**src/rtl/strobe_timing_pkg.sv**
```systemverilog
package strobe_timing_pkg;

  localparam int CNT_W = 5;

  typedef struct packed {
    logic [2:0] rsv_hi;
    logic [4:0] we_off;
    logic       we_half;
    logic [2:0] rsv_mid;
    logic [3:0] we_on;
    logic [2:0] ph1_off;
    logic [4:0] oe_off;
    logic       oe_half;
    logic [2:0] ph1_on;
    logic [3:0] oe_on;
  } timing_cfg_t;

  function automatic logic [CNT_W-1:0] access_end(timing_cfg_t c, logic wr, logic mx);
    logic [CNT_W-1:0] p1;
    p1 = CNT_W'(c.ph1_off);
    if (wr)                 return c.we_off;
    else if (mx && p1 > c.oe_off) return p1;
    else                    return c.oe_off;
  endfunction

endpackage

```
**src/rtl/stg_window.sv**
```systemverilog
module stg_window #(
  parameter int CNT_W = 5,
  parameter int ON_W  = 4,
  parameter int OFF_W = 5
) (
  input  logic [CNT_W-1:0] cnt_i,
  input  logic [ON_W-1:0]  on_i,
  input  logic [OFF_W-1:0] off_i,
  output logic             in_win_o
);
  logic [CNT_W-1:0] on_x, off_x;
  assign on_x     = CNT_W'(on_i);
  assign off_x    = CNT_W'(off_i);
  assign in_win_o = (cnt_i >= on_x) && (cnt_i < off_x);
endmodule

```
**src/rtl/stg_counter.sv**
```systemverilog
module stg_counter #(
  parameter int CNT_W = 5
) (
  input  logic             clk_i,
  input  logic             rst_ni,
  input  logic             start_i,
  input  logic [CNT_W-1:0] end_i,
  output logic             launch_o,
  output logic             active_n_o,
  output logic [CNT_W-1:0] cnt_n_o,
  output logic             busy_o,
  output logic             done_o
);
  logic [CNT_W-1:0] cnt_q;
  logic             busy_q;

  assign launch_o   = start_i && !busy_q;
  assign done_o     = busy_q && (cnt_q == end_i);
  assign active_n_o = launch_o || (busy_q && !done_o);
  assign busy_o     = busy_q;

  always_comb begin
    cnt_n_o = cnt_q;
    if (launch_o)                cnt_n_o = '0;
    else if (busy_q && !done_o)  cnt_n_o = cnt_q + 1'b1;
  end

  always_ff @(posedge clk_i or negedge rst_ni) begin
    if (!rst_ni) begin
      cnt_q  <= '0;
      busy_q <= 1'b0;
    end else begin
      cnt_q  <= cnt_n_o;
      busy_q <= active_n_o;
    end
  end


  cnt_step_chk: assert property (@(posedge clk_i) disable iff (!rst_ni)
    (busy_q && !done_o) |=> (cnt_q == $past(cnt_q) + 1'b1));

  idle_after_done_chk: assert property (@(posedge clk_i) disable iff (!rst_ni)
    done_o |=> !busy_q);
endmodule

```
**src/rtl/stg_half_shift.sv**
```systemverilog
module stg_half_shift (
  input  logic clk_i,
  input  logic rst_ni,
  input  logic raw_n_i,
  input  logic half_i,
  output logic strobe_no
);
  logic main_q, half_q;

  always_ff @(posedge clk_i or negedge rst_ni) begin
    if (!rst_ni) main_q <= 1'b1;
    else         main_q <= raw_n_i;
  end

  // falling-edge copy gives the half-period shift without a gated path
  always_ff @(negedge clk_i or negedge rst_ni) begin
    if (!rst_ni) half_q <= 1'b1;
    else         half_q <= main_q;
  end

  assign strobe_no = half_i ? half_q : main_q;


  half_track_chk: assert property (@(posedge clk_i) disable iff (!rst_ni)
    half_q == main_q);
endmodule

```
**src/rtl/strobe_timing_gen.sv**
```systemverilog
module strobe_timing_gen
  import strobe_timing_pkg::*;
(
  input  logic        clk_i,
  input  logic        rst_ni,
  input  logic        start_i,
  input  logic        write_i,
  input  logic        mux_i,
  input  logic [31:0] cfg_i,
  output logic        we_no,
  output logic        oe_no,
  output logic        done_o
);
  timing_cfg_t      cfg_q, cfg_n, cfg_in;
  logic             wr_q, wr_n, mx_q, mx_n;
  logic             launch, active_n, busy;
  logic [CNT_W-1:0] cnt_n, end_cnt;
  logic             we_in, oe_in, ph1_in;
  logic             we_raw_n, oe_raw_n;

  assign cfg_in = timing_cfg_t'(cfg_i);

  always_comb begin
    cfg_n = launch ? cfg_in  : cfg_q;
    wr_n  = launch ? write_i : wr_q;
    mx_n  = launch ? mux_i   : mx_q;
  end

  always_ff @(posedge clk_i or negedge rst_ni) begin
    if (!rst_ni) begin
      cfg_q <= '0;
      wr_q  <= 1'b0;
      mx_q  <= 1'b0;
    end else begin
      cfg_q <= cfg_n;
      wr_q  <= wr_n;
      mx_q  <= mx_n;
    end
  end

  assign end_cnt = access_end(cfg_q, wr_q, mx_q);

  stg_counter #(.CNT_W(CNT_W)) u_cnt (
    .clk_i, .rst_ni, .start_i,
    .end_i     (end_cnt),
    .launch_o  (launch),
    .active_n_o(active_n),
    .cnt_n_o   (cnt_n),
    .busy_o    (busy),
    .done_o
  );

  stg_window #(.CNT_W(CNT_W), .ON_W(4), .OFF_W(5)) u_we_win (
    .cnt_i(cnt_n), .on_i(cfg_n.we_on), .off_i(cfg_n.we_off), .in_win_o(we_in));
  stg_window #(.CNT_W(CNT_W), .ON_W(4), .OFF_W(5)) u_oe_win (
    .cnt_i(cnt_n), .on_i(cfg_n.oe_on), .off_i(cfg_n.oe_off), .in_win_o(oe_in));
  stg_window #(.CNT_W(CNT_W), .ON_W(3), .OFF_W(3)) u_ph1_win (
    .cnt_i(cnt_n), .on_i(cfg_n.ph1_on), .off_i(cfg_n.ph1_off), .in_win_o(ph1_in));

  assign we_raw_n = !(active_n && wr_n && we_in);
  assign oe_raw_n = !(active_n && !wr_n && (oe_in || (mx_n && ph1_in)));

  stg_half_shift u_we_sh (
    .clk_i, .rst_ni, .raw_n_i(we_raw_n), .half_i(cfg_q.we_half), .strobe_no(we_no));
  stg_half_shift u_oe_sh (
    .clk_i, .rst_ni, .raw_n_i(oe_raw_n), .half_i(cfg_q.oe_half), .strobe_no(oe_no));


  no_overlap_chk: assert property (@(posedge clk_i) disable iff (!rst_ni)
    !(!we_no && !oe_no));

  cfg_hold_chk: assert property (@(posedge clk_i) disable iff (!rst_ni)
    (busy && !done_o) |=> ($stable(cfg_q) && $stable(wr_q) && $stable(mx_q)));

  we_empty_chk: assert property (@(posedge clk_i) disable iff (!rst_ni)
    (busy && wr_q && (CNT_W'(cfg_q.we_on) >= cfg_q.we_off)) |-> we_no);

  oe_quiet_on_write_chk: assert property (@(posedge clk_i) disable iff (!rst_ni)
    (busy && wr_q) |-> oe_no);
endmodule

```
**config.mk**
```make
export PLATFORM = sky130hd
export DESIGN_NAME = strobe_timing_gen
export DESIGN_NICKNAME = d
export VERILOG_FILES = /design/src/rtl/strobe_timing_pkg.sv /design/src/rtl/stg_window.sv /design/src/rtl/stg_counter.sv /design/src/rtl/stg_half_shift.sv /design/src/rtl/strobe_timing_gen.sv
export SDC_FILE = /design/constraint.sdc
export NUM_CORES = 1
export LEC_CHECK = 0
export ABC_AREA = 1
export BUFFER_PORTS_ARGS = -buffer_cell sky130_fd_sc_hd__buf_2
export CAP_MARGIN = 5
export CORE_UTILIZATION = 45
export CTS_CLUSTER_SIZE = 14
export DETAILED_ROUTE_END_ITERATION = 8
export GPL_TIMING_DRIVEN = 0
export PLACE_DENSITY = 0.66
export REMOVE_ABC_BUFFERS = 1
export SYNTH_ARGS = -nofsm -noshare
export SYNTH_HDL_FRONTEND = slang
export SYNTH_HIERARCHICAL = 1
export SYNTH_SLANG_ARGS = --single-unit
```
**constraint.sdc**
```tcl
create_clock -name clk_i -period 7.5 [get_ports clk_i]
set_input_delay 0.75 -clock clk_i [delete_from_list [all_inputs] [get_ports clk_i]]
set_output_delay 0.75 -clock clk_i [all_outputs]
set_load 0.01 [all_outputs]
```
==> results of run 1 <==
==> metrics by stage <==
stage | utilization | instances | power, uW
2_1_floorplan | - | 339 | 1020
3_3_place_gp | 0.515 | 442 | 1190
3_5_place_dp | 0.515 | 442 | 1220
4_1_cts | 0.532 | 450 | 1370
5_1_grt | 0.537 | 451 | 1550
6_report | 0.537 | 451 | 1360
==> registers in the layout, summed over array words and instances, names as in the netlist <==
name and cells:
u_oe_sh/half_q 1, u_cnt/cnt_q 5, wr_q 1, u_cnt/busy_o 1, mx_q 1, u_oe_sh/main_q 1, u_we_sh/main_q 1, cfg_q 26
u_we_sh/half_q 1
==> synthesized netlist by cell type, types with 2 or more instances <==
cell type	count	area, sq um
sky130_fd_sc_hd__a21oi_1	7	35.0
sky130_fd_sc_hd__buf_2	3	15.0
sky130_fd_sc_hd__dfrtp_1	34	851
sky130_fd_sc_hd__dfstp_2	4	105
sky130_fd_sc_hd__ha_1	25	313
sky130_fd_sc_hd__inv_1	62	233
sky130_fd_sc_hd__inv_2	3	11.3
sky130_fd_sc_hd__nand2_1	141	529
sky130_fd_sc_hd__nand2_2	2	12.5
sky130_fd_sc_hd__nand3_1	21	105
sky130_fd_sc_hd__nor2_1	17	63.8
sky130_fd_sc_hd__nor2_2	5	31.3
sky130_fd_sc_hd__o21ai_0	2	10.0
sky130_fd_sc_hd__o21ai_1	9	45.0
==> metal layers <==
metal | part of all wire | routed length, um | track usage | up-vias
li1 | - | - | - | 1111
met5 | 0 | 0 | 0 | -
met2 | 0.46 | 2230 | 0.330 | 32
met3 | 0.037 | 180 | 0.0516 | 4
met4 | 0.010 | 49 | 0.0556 | 0
met1 | 0.49 | 2360 | 0.254 | 897
==> how the worst max path moves through the flow <==
stage                        to  depth (start not counted)            from  slack, ps
final                     oe_no                          3  u_oe_sh/half_q       1940
after CTS                 oe_no                          3  u_oe_sh/half_q       1930
after detailed placement  oe_no                          3  u_oe_sh/half_q       2290
after global routing      oe_no                          3  u_oe_sh/half_q       1880
after global placement    oe_no                          3  u_oe_sh/half_q       2290
after floorplan           oe_no                          2  u_oe_sh/half_q       2370
==> layout make-up <==
class / count / share of cell area
inverters: 64 / 0.0864
clock buffers: 8 / 0.0324
repair buffers: 34 / 0.0693
clock inverters: 2 / 0.00270
multi-input cells: 235 / 0.434
flip-flops and latches: 38 / 0.344
well taps: 70 / 0.0315
==> cells by family (layout without fill, tap and decap cells) <==
logic type / count (synthesis) / count (layout)
flops: 38 / 38
compound gates: 20 / 20
buf+inv: 71 / 108
simple gates: 189 / 189
fa+ha+maj: 25 / 25
xor+xnor: 1 / 1
==> power by group <==
group,total [uW],switching (uW),internal (uW)
Sequential,355,54.2,301
Clock,151,75.0,76.4
Combinational,857,532,324
==> impl_metrics.ini, run 1 <==
[run_status]
result_of_the_run = completed

[die]
die_area_sq_um = 5710
design.core.area_sq_um = 5170
dieWidth_um = 75.6
num_io_pins = 40
core.rowCount = 26
start_util = 0.471
vertical_die_dimension_um = 75.6

[clock_network]
cts.reportedPaths.clkPinSlew_ps = 60
clock_insertion_delay_worst_skew_ps = 340
cts_tree = built
clock_tree.root_cell = sky130_fd_sc_hd__clkbuf_8
post_cts.resized_instances = 0
clock_sinks = 38
clk_path_buf_depth = 2
numCtsBuffers = 5
cts.htree.levels = 2
cts.hold.buffers_added = 0
cts.repair_timing.setup_buffer_count = 0

[drt]
remaining_number_of_nets_flagged_by_the_antenna_check_after_routing = 0
post_drt_wl_per_cell_um = 10.7
vias = 2044
initialDrtViolationCount = 107
wirelength_um = 4830
routed_via_density = 4.53
dr.pass1.iters = 4
drc_errors = 0

[layout]
final_cell_mix = sky130_fd_sc_hd__nand2_1 (141), sky130_fd_sc_hd__inv_1 (62), sky130_fd_sc_hd__dfrtp_1 (34), sky130_fd_sc_hd__buf_2 (33), sky130_fd_sc_hd__ha_1 (25)
multi_input_comb_area_sq_um = 1200
final_layout_size_suffix_gt1_frac = 0.147
numnets_final = 442
seqCellArea_sq_um = 956
fillerInstances = 509
layout-area-overhead-vs-synth_pct = 14.1
antenna-diode-count = 0
final_common_cell = sky130_fd_sc_hd__nand2_1
final_cell_area_sq_um = 2780

[yosys]
synth_top_family_by_area = simple AND/OR/NAND/NOR gates
syn_area_sq_um = 2430
yosys.area_share.xor_xnor = 0.00360
ys_seq_elements = 38
synth.yosys.seq_area_share = 0.393
synth_compound_area_frac = 0.0452
avg_cell_area_syn_sq_um = 7.08
synth_edf_count = 0
synth_mux_area_frac = 0
synthArstFlopShare = 1.00
synth_simple_gate_area_share = 0.318
synth_fa_ha_area_frac = 0.128
synth.lib_cells_used.distinct = 23
yosys_most_used_dff = sky130_fd_sc_hd__dfrtp_1
postSynthCellCount = 344
synth-warning-count = 6

[setup_path]
ff_to_ff_setup_slack_ps = 3210
timing.critical_path.required_ps = 6750
delay_contributed_by_the_slowest_stage_of_the_critical_path_ps = 500
worst_setup_path_end_kind = primary output
timing.critical_path.cells = nand2_1, nand2_1, buf_2
regToRegStartpoint = u_we_sh/main_q
cells_on_worst_reg2reg_path = 0
worstPathMaxFanout = 1
arrival_ps = 4810
crit_family = flip-flops
critical_path_buf_inv_count = 1
worst_path_max_delay_cell = sky130_fd_sc_hd__dfstp_2
setup.worst_path.class = reg2out
worst_r2r_endpoint = u_we_sh/half_q
critical-path-top-cell-by-count = sky130_fd_sc_hd__nand2_1
start_kind = flip-flop

[hold_path]
hold_path.class = reg2reg
timing.hold.worst_endpoint = cfg_q[18]
hold-path-cell-count = 2
holdCritStartpoint = cfg_q[18]

[global_routing]
grt_max_degree = 40
globalRouteTotalUtil = 0.198
grt_pass1_vias = 1867
grt-ovfl-total = 0
grt_pass1_wl_um = 8250
initial_antenna_violation_count = 0

[power_and_ir_drop]
vdd_ir_drop_max_uv = 210
power_density_over_the_cells_nw_per_um2 = 490
static-leakage-power_uw = 0.00163

[flow_run]
number_of_max_cap_violations = 0

[sta]
timing.clock.skew_ps = 51.9
setup_tns_ps = 0
hold_slack_ps = 469
setup_viol = 0
worst_max_slew_pin_slew_ps = 848
number_of_endpoints_with_negative_hold_slack_in_the_final_report = 0
post_layout_worst_setup_margin_ps = 1940
relSlewSlack = 0.435
grt_setup_unrepaired = false
max_slew_violation_count = 0

[placed_design]
globalplace.congestion = 0.791
numPortBuffers = 33
dp_hpwl_um = 3470
place_worst_setup_slack_ps = 2290
placed_area_sq_um = 2660
Power figures use the tool's default switching activity.
==> run 2: changes to the inputs <==
--- a/config.mk
+++ b/config.mk
@@ -12,7 +12,7 @@
 export CTS_CLUSTER_SIZE = 14
 export DETAILED_ROUTE_END_ITERATION = 8
 export GPL_TIMING_DRIVEN = 0
-export PLACE_DENSITY = 0.66
+export PLACE_DENSITY = 0.69
 export REMOVE_ABC_BUFFERS = 1
 export SYNTH_ARGS = -nofsm -noshare
 export SYNTH_HDL_FRONTEND = slang
==> constraint.sdc (replaced) <==
create_clock -name clk_i -period 4.6 [get_ports clk_i]
set_input_delay 0.46 -clock clk_i [delete_from_list [all_inputs] [get_ports clk_i]]
set_output_delay 0.46 -clock clk_i [all_outputs]
set_load 0.01 [all_outputs]
==> impl_metrics.ini, run 2 (synthesized netlist as in run 1, its figures left out) <==
[layout]
final_cell_mix = sky130_fd_sc_hd__nand2_1 (141), sky130_fd_sc_hd__inv_1 (62), sky130_fd_sc_hd__dfrtp_1 (34), sky130_fd_sc_hd__buf_2 (33), sky130_fd_sc_hd__ha_1 (25)
final_layout_size_suffix_gt1_frac = 0.147
final_cell_area_sq_um = 2770
antenna-diode-count = 0
final_common_cell = sky130_fd_sc_hd__nand2_1
layout-area-overhead-vs-synth_pct = 13.7
fin_util = 0.535
layout_top_registers = cfg_q x26, u_cnt/cnt_q x5
largest-register = cfg_q
finalNonFillerCells = 450
largest_reg_flops = 26
numnets_final = 441

[clock_network]
post_cts.resized_instances = 0
clk_path_buf_depth = 2
cts.reportedPaths.clkPinSlew_ps = 80
clock_insertion_delay_worst_skew_ps = 340
clock_sinks = 38
clock_tree.root_cell = sky130_fd_sc_hd__clkbuf_8
cts.htree.levels = 2
numCtsBuffers = 5
cts_tree = built
cts.repair_timing.setup_buffer_count = 0
cts.hold.buffers_added = 0

[die]
design.core.area_sq_um = 5170
dieWidth_um = 75.6
vertical_die_dimension_um = 75.6
start_util = 0.471
core.rowCount = 26
die_area_sq_um = 5710
num_io_pins = 40

[drt]
post_drt_wl_per_cell_um = 10.8
routed_via_density = 4.63
initialDrtViolationCount = 105
dr.pass1.iters = 4
drc_errors = 0
remaining_number_of_nets_flagged_by_the_antenna_check_after_routing = 0
wirelength_um = 4850
vias = 2085

[global_routing]
grt_pass1_wl_um = 8260
initial_antenna_violation_count = 0
globalRouteTotalUtil = 0.199
grt_max_degree = 40
grt-ovfl-total = 0
grt_pass1_vias = 1857

[power_and_ir_drop]
power_density_over_the_cells_nw_per_um2 = 813
static-leakage-power_uw = 0.00163
vdd_ir_drop_max_uv = 342

[setup_path]
timing.critical_path.required_ps = 4140
ff_to_ff_setup_slack_ps = 1030
worst-path-stages = 3
worst_setup_path_endpoint = we_no
timing.critical_path.cells = nand2_1, nand2_1, buf_2
crit_family = flip-flops
regToRegStartpoint = cfg_q[10]
critical_path_buf_inv_count = 1
worstPathMaxFanout = 1
worst_r2r_endpoint = u_oe_sh/main_q
delay_contributed_by_the_slowest_stage_of_the_critical_path_ps = 500
arrival_ps = 3350
critical-path-top-cell-by-count = sky130_fd_sc_hd__nand2_1
setup.worst_path.class = reg2out
crit_path_start = u_we_sh/half_q
worst_path_max_delay_cell = sky130_fd_sc_hd__dfstp_2
cells_on_worst_reg2reg_path = 26
start_kind = flip-flop
worst_setup_path_end_kind = primary output

[placed_design]
dp_hpwl_um = 3540
placed_area_sq_um = 2660
numPortBuffers = 33
dpl.cell_count = 442
globalplace.congestion = 0.824

[flow_run]
number_of_max_cap_violations = 0

[sta]
setup_viol = 0
hold_slack_ps = 267
max_slew_violation_count = 0
setup_tns_ps = 0
worst_max_slew_pin_slew_ps = 1140
relSlewSlack = 0.236
timing.clock.skew_ps = 54.6
grt_setup_unrepaired = false
number_of_endpoints_with_negative_hold_slack_in_the_final_report = 0

[run_status]
result_of_the_run = completed

[hold_path]
hold_path.class = in2async
run 2: cell count changes in the layout (fill, tap and decap cells not counted), sizes merged:
cell / before / now
clkinvlp: 0 / 1
buf: 34 / 33
clkbuf: 8 / 5
clkinv: 1 / 2
bufinv: 0 / 1
run 2: worst reg2reg max path, cell delays in order (launching register included):
cell and delay, ps:
sky130_fd_sc_hd__dfrtp_1 370, sky130_fd_sc_hd__inv_1 100, sky130_fd_sc_hd__ha_1 270, sky130_fd_sc_hd__nand2_1 70
sky130_fd_sc_hd__nor2_1 50, sky130_fd_sc_hd__nor2_2 160, sky130_fd_sc_hd__nand2_1 120, sky130_fd_sc_hd__nand2_1 90
sky130_fd_sc_hd__nand3_1 70, sky130_fd_sc_hd__nand2_1 100, sky130_fd_sc_hd__inv_1 50, sky130_fd_sc_hd__nand2_1 50
sky130_fd_sc_hd__nand2_1 60, sky130_fd_sc_hd__nor2_2 120, sky130_fd_sc_hd__nand3_4 150, sky130_fd_sc_hd__nand3_1 100
sky130_fd_sc_hd__nand2_1 50, sky130_fd_sc_hd__nor2_1 540, sky130_fd_sc_hd__ha_1 360, sky130_fd_sc_hd__nand2_1 60
sky130_fd_sc_hd__nand2_1 50, sky130_fd_sc_hd__nor2_2 70, sky130_fd_sc_hd__nand2_1 60, sky130_fd_sc_hd__nor2_2 90
sky130_fd_sc_hd__o211ai_2 90, sky130_fd_sc_hd__nand2_1 110, sky130_fd_sc_hd__nand3b_1 80
run 2: power by group:
| part | switching, uW | total, uW | internal, uW |
|---|---|---|---|
| registers | 87.7 | 578 | 490 |
| clock network | 122 | 283 | 161 |
| logic | 870 | 1390 | 519 |
run 2: final cells by class:
type / instances / area, sq um
well taps: 70 / 87.6
flip-flops and latches: 38 / 956
fillers: 536 / 2400
multi-input cells: 235 / 1200
clock buffers: 5 / 68.8
clock inverters: 5 / 46.3
repair buffers: 33 / 165
inverters: 64 / 240
run 2: worst min-delay path by stage:
stage | slack (ps) | depth (start not counted) | endpoint | startpoint
6_report | 270 | 1 | cfg_q[0] | rst_ni
5_1_grt | 340 | 1 | cfg_q[6] | rst_ni
4_1_cts | 300 | 1 | cfg_q[6] | rst_ni
3_5_place_dp | 460 | 2 | cfg_q[2] | cfg_q[2]
3_3_place_gp | 450 | 2 | cfg_q[5] | cfg_q[5]
2_1_floorplan | 160 | 0 | cfg_q[0] | rst_ni
run 2: metrics by stage:
stage | power, uW | setup slack [ps]
after detailed placement | 1990 | 1010
after global routing | 2560 | 636
after CTS | 2290 | 773
final | 2250 | 786
after global placement | 1930 | 1080
after floorplan | 1660 | 1210
run 2: metal layers:
layer	wire, um	part of all wire	global-route usage
met1	2300	0.47	0.247
met2	2340	0.48	0.342
met3	126	0.026	0.0384
met4	80	0.017	0.0761
met5	0	0	0
==> run 3: changes to the inputs <==
==> constraint.sdc (replaced) <==
create_clock -name clk_i -period 3.3 [get_ports clk_i]
set_input_delay 0.33 -clock clk_i [delete_from_list [all_inputs] [get_ports clk_i]]
set_output_delay 0.33 -clock clk_i [all_outputs]
set_load 0.01 [all_outputs]
==> impl_metrics.ini, run 3 (synthesized netlist as in run 1, its figures left out) <==
[run_status]
result_of_the_run = completed

[setup_path]
arrival_ps = 3300
crit_family = simple AND/OR/NAND/NOR gates
worst-path-stages = 26
worst_setup_path_end_kind = flip-flop
crit_path_start = cfg_q[8]
cells_on_worst_reg2reg_path = 26
worst_path_max_delay_cell = sky130_fd_sc_hd__dfrtp_1
worst_setup_path_endpoint = u_oe_sh/main_q
critical-path-top-cell-by-count = sky130_fd_sc_hd__nand2_1
start_kind = flip-flop
ff_to_ff_setup_slack_ps = 220
delay_contributed_by_the_slowest_stage_of_the_critical_path_ps = 390
worstPathMaxFanout = 7
setup.worst_path.class = reg2reg
timing.critical_path.required_ps = 3510
worst_r2r_endpoint = u_oe_sh/main_q
critical_path_buf_inv_count = 3
regToRegStartpoint = cfg_q[8]

[placed_design]
numPortBuffers = 33
dp_hpwl_um = 3540
placed_area_sq_um = 2660
globalplace.congestion = 0.824

[global_routing]
grt_pass1_vias = 1851
grt_max_degree = 40
grt_pass1_wl_um = 8270
grt-ovfl-total = 0
globalRouteTotalUtil = 0.199
initial_antenna_violation_count = 0

[layout]
largest-register = cfg_q
largest_reg_flops = 26
final_layout_size_suffix_gt1_frac = 0.237
final_cell_mix = sky130_fd_sc_hd__nand2_1 (133), sky130_fd_sc_hd__inv_1 (57), sky130_fd_sc_hd__dfrtp_1 (34), sky130_fd_sc_hd__buf_2 (33), sky130_fd_sc_hd__ha_1 (21)
final_common_cell = sky130_fd_sc_hd__nand2_1
numnets_final = 449
layout-area-overhead-vs-synth_pct = 23.9
final_cell_area_sq_um = 3020
fin_util = 0.583
layout_top_registers = cfg_q x26, u_cnt/cnt_q x5
fillerInstances = 509
antenna-diode-count = 0

[die]
die_area_sq_um = 5710
start_util = 0.471
design.core.area_sq_um = 5170
vertical_die_dimension_um = 75.6
core.rowCount = 26
num_io_pins = 40
dieWidth_um = 75.6

[sta]
timing.final.crit_share = 0.935
setup_viol = 0
relSlewSlack = 0.430
worst_max_slew_pin_slew_ps = 855
max_slew_violation_count = 0
setup_tns_ps = 0
number_of_endpoints_with_negative_hold_slack_in_the_final_report = 0
max_freq_mhz = 324
timing.clock.skew_ps = 54.5
final_period_minus_worst_setup_slack_ps = 3080

[clock_network]
clock_sinks = 38
cts_tree = built
clock_tree.root_cell = sky130_fd_sc_hd__clkbuf_8
cts.reportedPaths.clkPinSlew_ps = 80
clock_insertion_delay_worst_skew_ps = 340
numCtsBuffers = 5
clk_path_buf_depth = 2
cts.htree.levels = 2

[power_and_ir_drop]
vdd_ir_drop_max_uv = 490
static-leakage-power_uw = 0.00167
power_density_over_the_cells_nw_per_um2 = 1190

[drt]
remaining_number_of_nets_flagged_by_the_antenna_check_after_routing = 0
routed_via_density = 4.66
wirelength_um = 5390
drc_errors = 0
vias = 2135
initialDrtViolationCount = 96
dr.pass1.iters = 4
post_drt_wl_per_cell_um = 11.8

[flow_run]
number_of_max_cap_violations = 0

[hold_path]
hold_path.class = in2async
## run 3: changes by cell type in the layout (fill, tap and decap cells not counted), sizes merged
cell | before | now
clkinvlp | 1 | 3
buf | 33 | 39
inv | 65 | 64
nand3 | 22 | 23
## run 3: power breakdown
group | total (uW) | internal (uW) | switching (uW)
Combinational | 2370 | 940 | 1430
Sequential | 826 | 683 | 143
Clock | 397 | 224 | 173
## run 3: what timing repair did
action,in CTS,in global routing
gates cloned,0,2
hold buffers,0,0
gates resized for setup,6,31
pin swaps,0,17
buffers inserted,0,6
setup endpoints to repair,2,2
## run 3: worst reg2reg max path: stages, from the launching register on
cell and delay (ps):
sky130_fd_sc_hd__dfrtp_1 390, sky130_fd_sc_hd__ha_1 300, sky130_fd_sc_hd__inv_1 70, sky130_fd_sc_hd__nor2_2 50, sky130_fd_sc_hd__nor2_4 110, sky130_fd_sc_hd__nand2_2 90, sky130_fd_sc_hd__nand2_1 70, sky130_fd_sc_hd__nand3_1 80
sky130_fd_sc_hd__nand2_1 90, sky130_fd_sc_hd__inv_1 40, sky130_fd_sc_hd__nand2_1 40, sky130_fd_sc_hd__nand2_1 80, sky130_fd_sc_hd__nor2_4 160, sky130_fd_sc_hd__nand3_4 150, sky130_fd_sc_hd__nand3_2 120, sky130_fd_sc_hd__nand2_2 60
sky130_fd_sc_hd__nor2_4 140, sky130_fd_sc_hd__buf_12 140, sky130_fd_sc_hd__ha_4 210, sky130_fd_sc_hd__nand2_1 50, sky130_fd_sc_hd__nand2_1 50, sky130_fd_sc_hd__nor2_2 70, sky130_fd_sc_hd__nand2_1 60, sky130_fd_sc_hd__nor2_2 110
sky130_fd_sc_hd__o211ai_2 80, sky130_fd_sc_hd__nand2_1 100, sky130_fd_sc_hd__nand3b_1 80
## run 3: layout make-up
class	instances	area (sq um)	share of cell area
multi-input cells	236	1370	0.455
flip-flops and latches	38	956	0.317
inverters	64	244	0.0809
repair buffers	39	235	0.0780
well taps	70	87.6	0.0290
clock buffers	5	68.8	0.0228
clock inverters	5	46.3	0.0153
repair inverters	1	5.00	0.00166
## run 3: metrics by stage
step | power [uW] | setup WS, ps | cells | hold slack [ps]
finish | 3590 | 216 | 458 | 140
global route | 4020 | -35.0 | 458 | 212
CTS | 3220 | 5.40 | 450 | 170
detailed placement | 2780 | -294 | 442 | 457
global placement | 2690 | -220 | 442 | 454
floorplan | 2320 | 391 | 339 | 34.4
## run 3: metal layers
layer	part of all wire	vias to the layer above	GRT usage
li1	-	1132	-
met1	0.47	965	0.248
met2	0.49	31	0.342
met3	0.025	7	0.0384
met4	0.015	0	0.0761
met5	0	-	0
## run 3: worst min path at each step
stage | end | slack, ps
2_1_floorplan | cfg_q[0] | 30
3_3_place_gp | cfg_q[5] | 450
3_5_place_dp | cfg_q[2] | 460
4_1_cts | cfg_q[6] | 170
5_1_grt | cfg_q[6] | 210
6_report | cfg_q[0] | 140
